`config.mk`:
```
export PLATFORM = sky130hd
export DESIGN_NAME = bitgen_top
export DESIGN_NICKNAME = d
export VERILOG_FILES = /design/src/rtl/bitgen_pkg.sv /design/src/rtl/bitgen_ctrl.sv /design/src/rtl/bitgen_dpath.sv /design/src/rtl/bitgen_top.sv
export SDC_FILE = /design/constraint.sdc
export NUM_CORES = 1
export LEC_CHECK = 0
export ABC_AREA = 1
export ABC_CLOCK_PERIOD_IN_PS = 1400
export BUFFER_PORTS_ARGS = -buffer_cell sky130_fd_sc_hd__buf_2
export CAP_MARGIN = 10
export CORE_MARGIN = 1.5
export CORE_UTILIZATION = 30
export DETAILED_ROUTE_END_ITERATION = 7
export PLACE_DENSITY = 0.54
export SETUP_SLACK_MARGIN = 0.05
export SYNTH_ARGS = -nofsm -noshare
export SYNTH_HDL_FRONTEND = slang
export SYNTH_SLANG_ARGS = --single-unit
```
`constraint.sdc`:
```
create_clock -name clk -period 1.4 [get_ports clk]
set_input_delay 0.28 -clock clk [delete_from_list [all_inputs] [get_ports clk]]
set_output_delay 0.28 -clock clk [all_outputs]
set_load 0.02 [all_outputs]
```
`src/rtl/bitgen_pkg.sv`:
```
package bitgen_pkg;
  // strobes from control to datapath
  typedef struct packed {
    logic selTest;   // test data replaces converter data
    logic selDyn;    // ramp instead of static pattern
    logic rampClear; // first dynamic cycle: ramp restarts at zero
  } bitStrb_t;
endpackage

```
`src/rtl/bitgen_ctrl.sv`:
```
module bitgen_ctrl
  import bitgen_pkg::*;
#(
  parameter int CFG_W = 10
) (
  input  logic             clk,
  input  logic             rst_n,
  input  logic [CFG_W-1:0] testCfg,
  output bitStrb_t         strb
);
  logic dynPrev;
  logic dynNow;

  assign dynNow = testCfg[0] & testCfg[1];

  always_ff @(posedge clk) begin
    if (!rst_n) dynPrev <= 1'b0;
    else        dynPrev <= dynNow;
  end

  always_comb begin
    strb.selTest   = testCfg[0];
    strb.selDyn    = dynNow;
    strb.rampClear = ~dynPrev;
  end

  // a clear strobe is raised on the first dynamic cycle only
  assert_clear_single_R7: assert property (@(posedge clk) disable iff (!rst_n)
    (strb.selDyn && $past(strb.selDyn) && rst_n && $past(rst_n)) |-> !strb.rampClear);
endmodule

```
`src/rtl/bitgen_dpath.sv`:
```
module bitgen_dpath
  import bitgen_pkg::*;
#(
  parameter int DATA_W = 8,
  parameter int NUM_CH = 2
) (
  input  logic              clk,
  input  logic              rst_n,
  input  bitStrb_t          strb,
  input  logic [DATA_W-1:0] pattern,
  input  logic [DATA_W-1:0] normA [NUM_CH],
  input  logic [DATA_W-1:0] normB [NUM_CH],
  output logic [DATA_W-1:0] outA  [NUM_CH],
  output logic [DATA_W-1:0] outB  [NUM_CH]
);
  logic [DATA_W-1:0] rampCnt;
  logic [DATA_W-1:0] rampNext;

  assign rampNext = strb.rampClear ? '0 : rampCnt + DATA_W'(1);

  always_ff @(posedge clk) begin
    if (!rst_n)           rampCnt <= '0;
    else if (strb.selDyn) rampCnt <= rampNext;
  end

  for (genvar ch = 0; ch < NUM_CH; ch++) begin : g_ch
    logic [DATA_W-1:0] testB;
    assign testB = strb.selDyn ? rampNext : pattern;

    always_ff @(posedge clk) begin
      if (!rst_n) begin
        outA[ch] <= '0;
        outB[ch] <= '0;
      end else if (strb.selTest) begin
        outA[ch] <= ~testB;
        outB[ch] <= testB;
      end else begin
        outA[ch] <= normA[ch];
        outB[ch] <= normB[ch];
      end
    end

    // A mirrors B while testing
    assert_a_mirror_R6: assert property (@(posedge clk) disable iff (!rst_n)
      strb.selTest |=> (outA[ch] == ~outB[ch]));
  end

  // ramp advances by one per clock while dynamic test continues
  assert_ramp_step_R5: assert property (@(posedge clk) disable iff (!rst_n)
    (strb.selDyn && !strb.rampClear) |=> (outB[0] == $past(outB[0]) + DATA_W'(1)));

  // ramp restarts at zero on entry to dynamic test
  assert_ramp_restart_R7: assert property (@(posedge clk) disable iff (!rst_n)
    (strb.selDyn && strb.rampClear) |=> (outB[0] == '0));
endmodule

```
`src/rtl/bitgen_top.sv`:
```
module bitgen_top
  import bitgen_pkg::*;
#(
  parameter int DATA_W = 8,
  localparam int CFG_W = DATA_W + 2
) (
  input  logic              clk,
  input  logic              rst_n,
  input  logic [CFG_W-1:0]  testCfg,
  input  logic [DATA_W-1:0] normAI,
  input  logic [DATA_W-1:0] normAQ,
  input  logic [DATA_W-1:0] normBI,
  input  logic [DATA_W-1:0] normBQ,
  output logic [DATA_W-1:0] outAI,
  output logic [DATA_W-1:0] outAQ,
  output logic [DATA_W-1:0] outBI,
  output logic [DATA_W-1:0] outBQ
);
  localparam int NUM_CH = 2;

  bitStrb_t          strb;
  logic [DATA_W-1:0] normA [NUM_CH];
  logic [DATA_W-1:0] normB [NUM_CH];
  logic [DATA_W-1:0] outA  [NUM_CH];
  logic [DATA_W-1:0] outB  [NUM_CH];

  assign normA[0] = normAI;
  assign normA[1] = normAQ;
  assign normB[0] = normBI;
  assign normB[1] = normBQ;
  assign outAI = outA[0];
  assign outAQ = outA[1];
  assign outBI = outB[0];
  assign outBQ = outB[1];

  bitgen_ctrl #(.CFG_W(CFG_W)) u_ctrl (
    .clk     (clk),
    .rst_n   (rst_n),
    .testCfg (testCfg),
    .strb    (strb)
  );

  bitgen_dpath #(.DATA_W(DATA_W), .NUM_CH(NUM_CH)) u_dpath (
    .clk     (clk),
    .rst_n   (rst_n),
    .strb    (strb),
    .pattern (testCfg[CFG_W-1:2]),
    .normA   (normA),
    .normB   (normB),
    .outA    (outA),
    .outB    (outB)
  );

  // inactive means pass-through, whatever the other bits hold
  assert_passthru_R2: assert property (@(posedge clk) disable iff (!rst_n)
    !testCfg[0] |=> (outAI == $past(normAI) && outAQ == $past(normAQ) &&
                     outBI == $past(normBI) && outBQ == $past(normBQ)));

  // static pattern on the B ports
  assert_static_b_R3: assert property (@(posedge clk) disable iff (!rst_n)
    (testCfg[1:0] == 2'b01) |=> (outBI == $past(testCfg[CFG_W-1:2]) &&
                                 outBQ == $past(testCfg[CFG_W-1:2])));

  // inverted static pattern on the A ports
  assert_static_a_R4: assert property (@(posedge clk) disable iff (!rst_n)
    (testCfg[1:0] == 2'b01) |=> (outAI == ~$past(testCfg[CFG_W-1:2]) &&
                                 outAQ == ~$past(testCfg[CFG_W-1:2])));

  // outputs held at zero in reset
  assert_reset_zero_R1: assert property (@(posedge clk)
    !rst_n |=> (outAI == '0 && outAQ == '0 && outBI == '0 && outBQ == '0));
endmodule

```
Word level (Yosys, flattened, before mapping)
Index checks and enable logic that the tools add are counted.

Register bits after elaboration: 41. Input port bits: 44. Output and inout port bits: 32. Logic and storage cells: 15.

$add $sub $neg: 1. Multiplexer cells: 6. Bitwise operators: 2.

Operator list (count): 2-to-1 mux 8 bit (6); adder 8 x 1 -> 8 bit, second input constant (1); inverter 8 bit (1); bitwise AND 1 bit (1).

Depth between registers and ports, before layout
Depth in word-level cells: 5. Depth in mapped cells: 10. Depth with buffers taken out: 9.

Cells and area by module
Synthesis repeated with hierarchy kept, for this count alone.

Cell total of the unflattened synthesis: 233. Area total of the unflattened synthesis: 1657.8 um^2.

Modules (own cells, without submodules): bitgen_dpath (times used 1, cells an instance 225, area each 1601.5 um^2, sequential area each 800.8 um^2); bitgen_ctrl (times used 1, cells an instance 8, area each 56.3 um^2, sequential area each 20.0 um^2).

Worst setup path after synthesis
Ideal clock, no wire load.

Path kind: register -> register. Start point: reg u_dpath.rampCnt[0]. End point: reg u_dpath.outB[14] in the netlist's numbering. Setup time: 0.109 ns. Arrival: 1.107 ns. Data required time: 1.291 ns. Setup slack: 0.184 ns. Stages on the path, launching flop included: 9. Buffers on the path: 0. Clock period less this slack: 1.216 ns. Cells stage by stage: dfxtp_1 -> ha_1 -> nand2_2 -> nor2_2 -> nand3_1 -> nand3_2 -> nand3_2 -> nand2_1 -> inv_1.

Longest elaborated chain between the ends: 4.

RTL lines: start, declared (line bitgen_dpath.sv:16) `logic [DATA_W-1:0] rampCnt;`; start signal, assigned (line bitgen_dpath.sv:23) `else if (strb.selDyn) rampCnt <= rampNext;`; adder 8 x 1 -> 8 bit (line bitgen_dpath.sv:19) `assign rampNext = strb.rampClear ? '0 : rampCnt + DATA_W'(1);`; 2-to-1 mux 8 bit (line bitgen_dpath.sv:19); 2-to-1 mux 8 bit (line bitgen_dpath.sv:28) `assign testB = strb.selDyn ? rampNext : pattern;`; 2-to-1 mux 8 bit (line bitgen_dpath.sv:34) `end else if (strb.selTest) begin`; end signal, assigned by index (line bitgen_dpath.sv:36) `outB[ch] <= testB;`; end signal, assigned by index (line bitgen_dpath.sv:39) `outB[ch] <= normB[ch];`; end, declared (line bitgen_dpath.sv:14) `output logic [DATA_W-1:0] outB [NUM_CH]`.

No other way between the ends. A chain may end at the register's enable or synchronous reset.

Worst setup path after layout
Start point: reg u_dpath.rampCnt[0]. End point: reg u_dpath.outB[7] in the netlist's numbering.

The elaborated chain is that of the path after synthesis.

==> flow_metrics.env <==
export IMPL_outcome="finished, final reports clean"
export IMPL_drt_total_wl_um=4120
export IMPL_intPower_mw=1.73
export IMPL_drt_iter0_drc=110
export IMPL_switchingPower_mw=0.658
export IMPL_ys_seq_elements=41
export IMPL_seqPwrFrac_pct=52.3
export IMPL_reg2reg_slack_ns=0.18
export IMPL_cts_tree="done"
export IMPL_path_buf_inv=3
export IMPL_ir_drop_uv=384
export IMPL_critPathCapture="u_dpath.outB[7]$_SDFF_PN0_"
export IMPL_syn_inst=225
export IMPL_cpLargestDelayFamily="simple AND/OR/NAND/NOR gates"
export IMPL_finalHoldViolCount=0
export IMPL_p_comb_share_pct=16.4
export IMPL_grt_overflow_total=0
export IMPL_setup_violations=0
export IMPL_cts_buffers=5
export IMPL_ff2ff_path_depth=8
export IMPL_p_total_mw=2.39
export IMPL_clockRootBuffer="clkbuf_8"
export IMPL_synthTopCellsByCount="nand2_1, dfxtp_1, nor2_1, inv_1, a21oi_1"
export IMPL_relSlewSlack_pct=72.1
export IMPL_synth_main_ff_cell="dfxtp_1"
export IMPL_grt_max_degree=26
export IMPL_clk_pin_slew_ns=0.08
export IMPL_hold_buffers=0
export IMPL_synth_edff_count=0
export IMPL_die_area_um2=6140
export IMPL_dieWidth_um=78.3
export IMPL_io_buffers=75
export IMPL_fin_crit_sh_pct=87.3
export IMPL_drtAntennaViolNets=0
export IMPL_startpoint="u_dpath.rampCnt[0]$_SDFFE_PN0N_"
export IMPL_fin_worst_skew_ns=0.0108
export IMPL_worst_skew_pair_late_latency_ns=0.29
export IMPL_cellLeakagePower_nw=1.22
export IMPL_hpwl_um=3160
export IMPL_cpPeakStageDelay_ns=0.36
export IMPL_htreeDepth=2
export IMPL_area_delta_synth_final_pct=34.0
export IMPL_antenna_found_initial=0
export IMPL_grt_pass1_wl_um=6470
export IMPL_finalWeightedCongestion=0.800
export IMPL_swShare_pct=27.6
export IMPL_cp_depth=8
export IMPL_synth_top_area_share_pct=48.2
export IMPL_synthesis_area_um2=1700
export IMPL_timing_rr_end="u_dpath.outB[7]$_SDFF_PN0_"
export IMPL_min_from="normBI[2]"
export IMPL_row_count=27
export IMPL_nNetsFinal=348
export IMPL_die_h_um=78.3
export IMPL_yosysMostFrequentCell="nand2_1"
export IMPL_grt_pass1_vias=1446
export IMPL_synthArstFlopShare_pct=0
export IMPL_setup_tns_ns=0
export IMPL_critPathLaunchType="register"
export IMPL_path_class="register to register"
export IMPL_initial_core_util_pct=30.9
export IMPL_path_max_fanout=4
export IMPL_route_detailed_drc=0
export IMPL_coreArea_um2=5510
export IMPL_ys_types=22
export IMPL_power_share_clock_pct=31.3
export IMPL_required_ns=1.59
export IMPL_worst_pin_slew_ns=0.418
export IMPL_powerDensity_nw_per_um2=1050
export IMPL_vias=1651
export IMPL_synth_area_top_cells="dfxtp_1, nand2_1, nor2_1, a21oi_1, inv_1"
export IMPL_drive_gt1_share_pct=36.5
export IMPL_diodes=0
export IMPL_synth_seq_area_share_pct=48.2
export IMPL_yosys_warnings=0
export IMPL_grtUsageTotal_pct=13.7
export IMPL_pin_count=76
export IMPL_synth_nets=270
export IMPL_avgSynthCellArea_um2=7.57
export IMPL_r2r_start="u_dpath.rampCnt[0]$_SDFFE_PN0N_"
export IMPL_critPathSlowestCell="dfxtp_2"
export IMPL_maxCapViolCount=0
export IMPL_cp_end_kind="register"
export IMPL_crit_chain="buf_4 > inv_1 > nor2_2 > nand3_1 > nand3_2 > nand3_1 > nand2_1 > inv_1"
export IMPL_fin_crit_ns=1.22
export IMPL_dr_pass1_iters=4
export IMPL_final_max_slew_viol_count=0
export IMPL_fill_cells=584
export IMPL_clock_sinks=41
export IMPL_hold_class="primary input to register"
export IMPL_detail_route_vias_per_cell=4.39
export IMPL_rsz0062_at_grt="false"
export IMPL_fmax_mhz=818
export IMPL_post_drt_wl_per_cell_um=10.9
export IMPL_yosys_area_top_type="dfxtp_1"
export IMPL_cp_data_arrival_time_ns=1.41
export IMPL_ctsLongestPathBuffers=2
## flip-flops by register name, summed over array words and instances (netlist names)
signal           cells
u_dpath.outB        16
u_dpath.outA        16
u_dpath.rampCnt      8
u_ctrl.dynPrev       1
## power groups by stage
stage | sequential, mW | clock [mW] | combinational, mW
finish | 1.25 | 0.749 | 0.392
global route | 1.25 | 0.825 | 0.436
CTS | 1.25 | 0.774 | 0.395
detailed placement | 1.28 | 0 | 0.394
global placement | 1.28 | 0 | 0.395
floorplan | 1.36 | 0 | 0.147
## final cells by class
class / instances / area, um^2 / share of cell area [%]
repair buffers: 82 / 440 / 19.3
clock inverters: 2 / 10.0 / 0.439
flip-flops and latches: 41 / 823 / 36.1
multi-input cells: 146 / 742 / 32.5
well taps: 72 / 90.1 / 3.95
clock buffers: 6 / 72.6 / 3.18
inverters: 27 / 104 / 4.55
## worst min path at each step
stage	slack (ns)	endpoint	cells after the start
detailed placement	0.47	u_dpath.rampCnt[7]$_SDFFE_PN0N_	2
CTS	0.20	u_dpath.outA[8]$_SDFF_PN0_	3
global placement	0.47	u_dpath.rampCnt[7]$_SDFFE_PN0N_	2
global route	0.20	u_dpath.outA[8]$_SDFF_PN0_	3
floorplan	0.41	u_dpath.outA[0]$_SDFF_PN0_	2
finish	0.20	u_dpath.outB[10]$_SDFF_PN0_	3
## timing repair
| item | CTS | global route |
|---|---|---|
| setup endpoints to repair | 0 | 13 |
| setup buffers | 0 | 1 |
| gates resized for setup | 0 | 7 |
## kinds of logic after synthesis
| family | after synthesis | share of synthesized area (%) |
|---|---|---|
| xor gates and xnor gates | 1 | 0.514 |
| and+or+nand+nor | 106 | 28.7 |
| DFF | 41 | 48.2 |
| AOI/OAI and AO/OA | 38 | 12.5 |
| buffers and inverters | 38 | 9.40 |
| adders and majority gates | 1 | 0.735 |
## worst register-to-register path, stage by stage, from the launching register on
cell	delay, ns
dfxtp_2	0.36
buf_4	0.13
inv_1	0.04
nor2_2	0.14
nand3_1	0.10
nand3_2	0.11
nand3_1	0.12
nand2_1	0.08
inv_1	0.03
## layer usage
metal	part of all wire, %	track usage (%)
met5	0	0
met4	1.5	4.82
met3	7.5	4.53
met2	46	21.8
met1	45	17.3
## layout by cell type (no fill, tap or decap), drive strengths merged
cell | netlist | routed
xor2 | 1 | 1
o21ai | 10 | 10
buf | 6 | 82
nand2 | 52 | 52
inv | 27 | 27
o21bai | 2 | 2
a21oi | 19 | 19
clkbuf | 5 | 6
o211ai | 7 | 7
clkinv | 0 | 2
dfxtp | 41 | 41
ha | 1 | 1
nand3 | 14 | 14
nor2 | 40 | 40
## through the flow
step | util [%] | setup slack, ns | instance area (um^2) | instances | hold WS [ns]
detailed placement | 39.4 | 0.0860 | 2170 | 367 | 0.472
floorplan | - | 0.184 | 1700 | 225 | 0.409
global placement | 39.4 | 0.125 | 2170 | 367 | 0.466
finish | 41.4 | 0.178 | 2280 | 376 | 0.201
CTS | 40.9 | 0.0666 | 2250 | 375 | 0.199
global route | 41.4 | 0.0568 | 2280 | 376 | 0.203
Note: power is estimated with default switching activity, not from simulation.
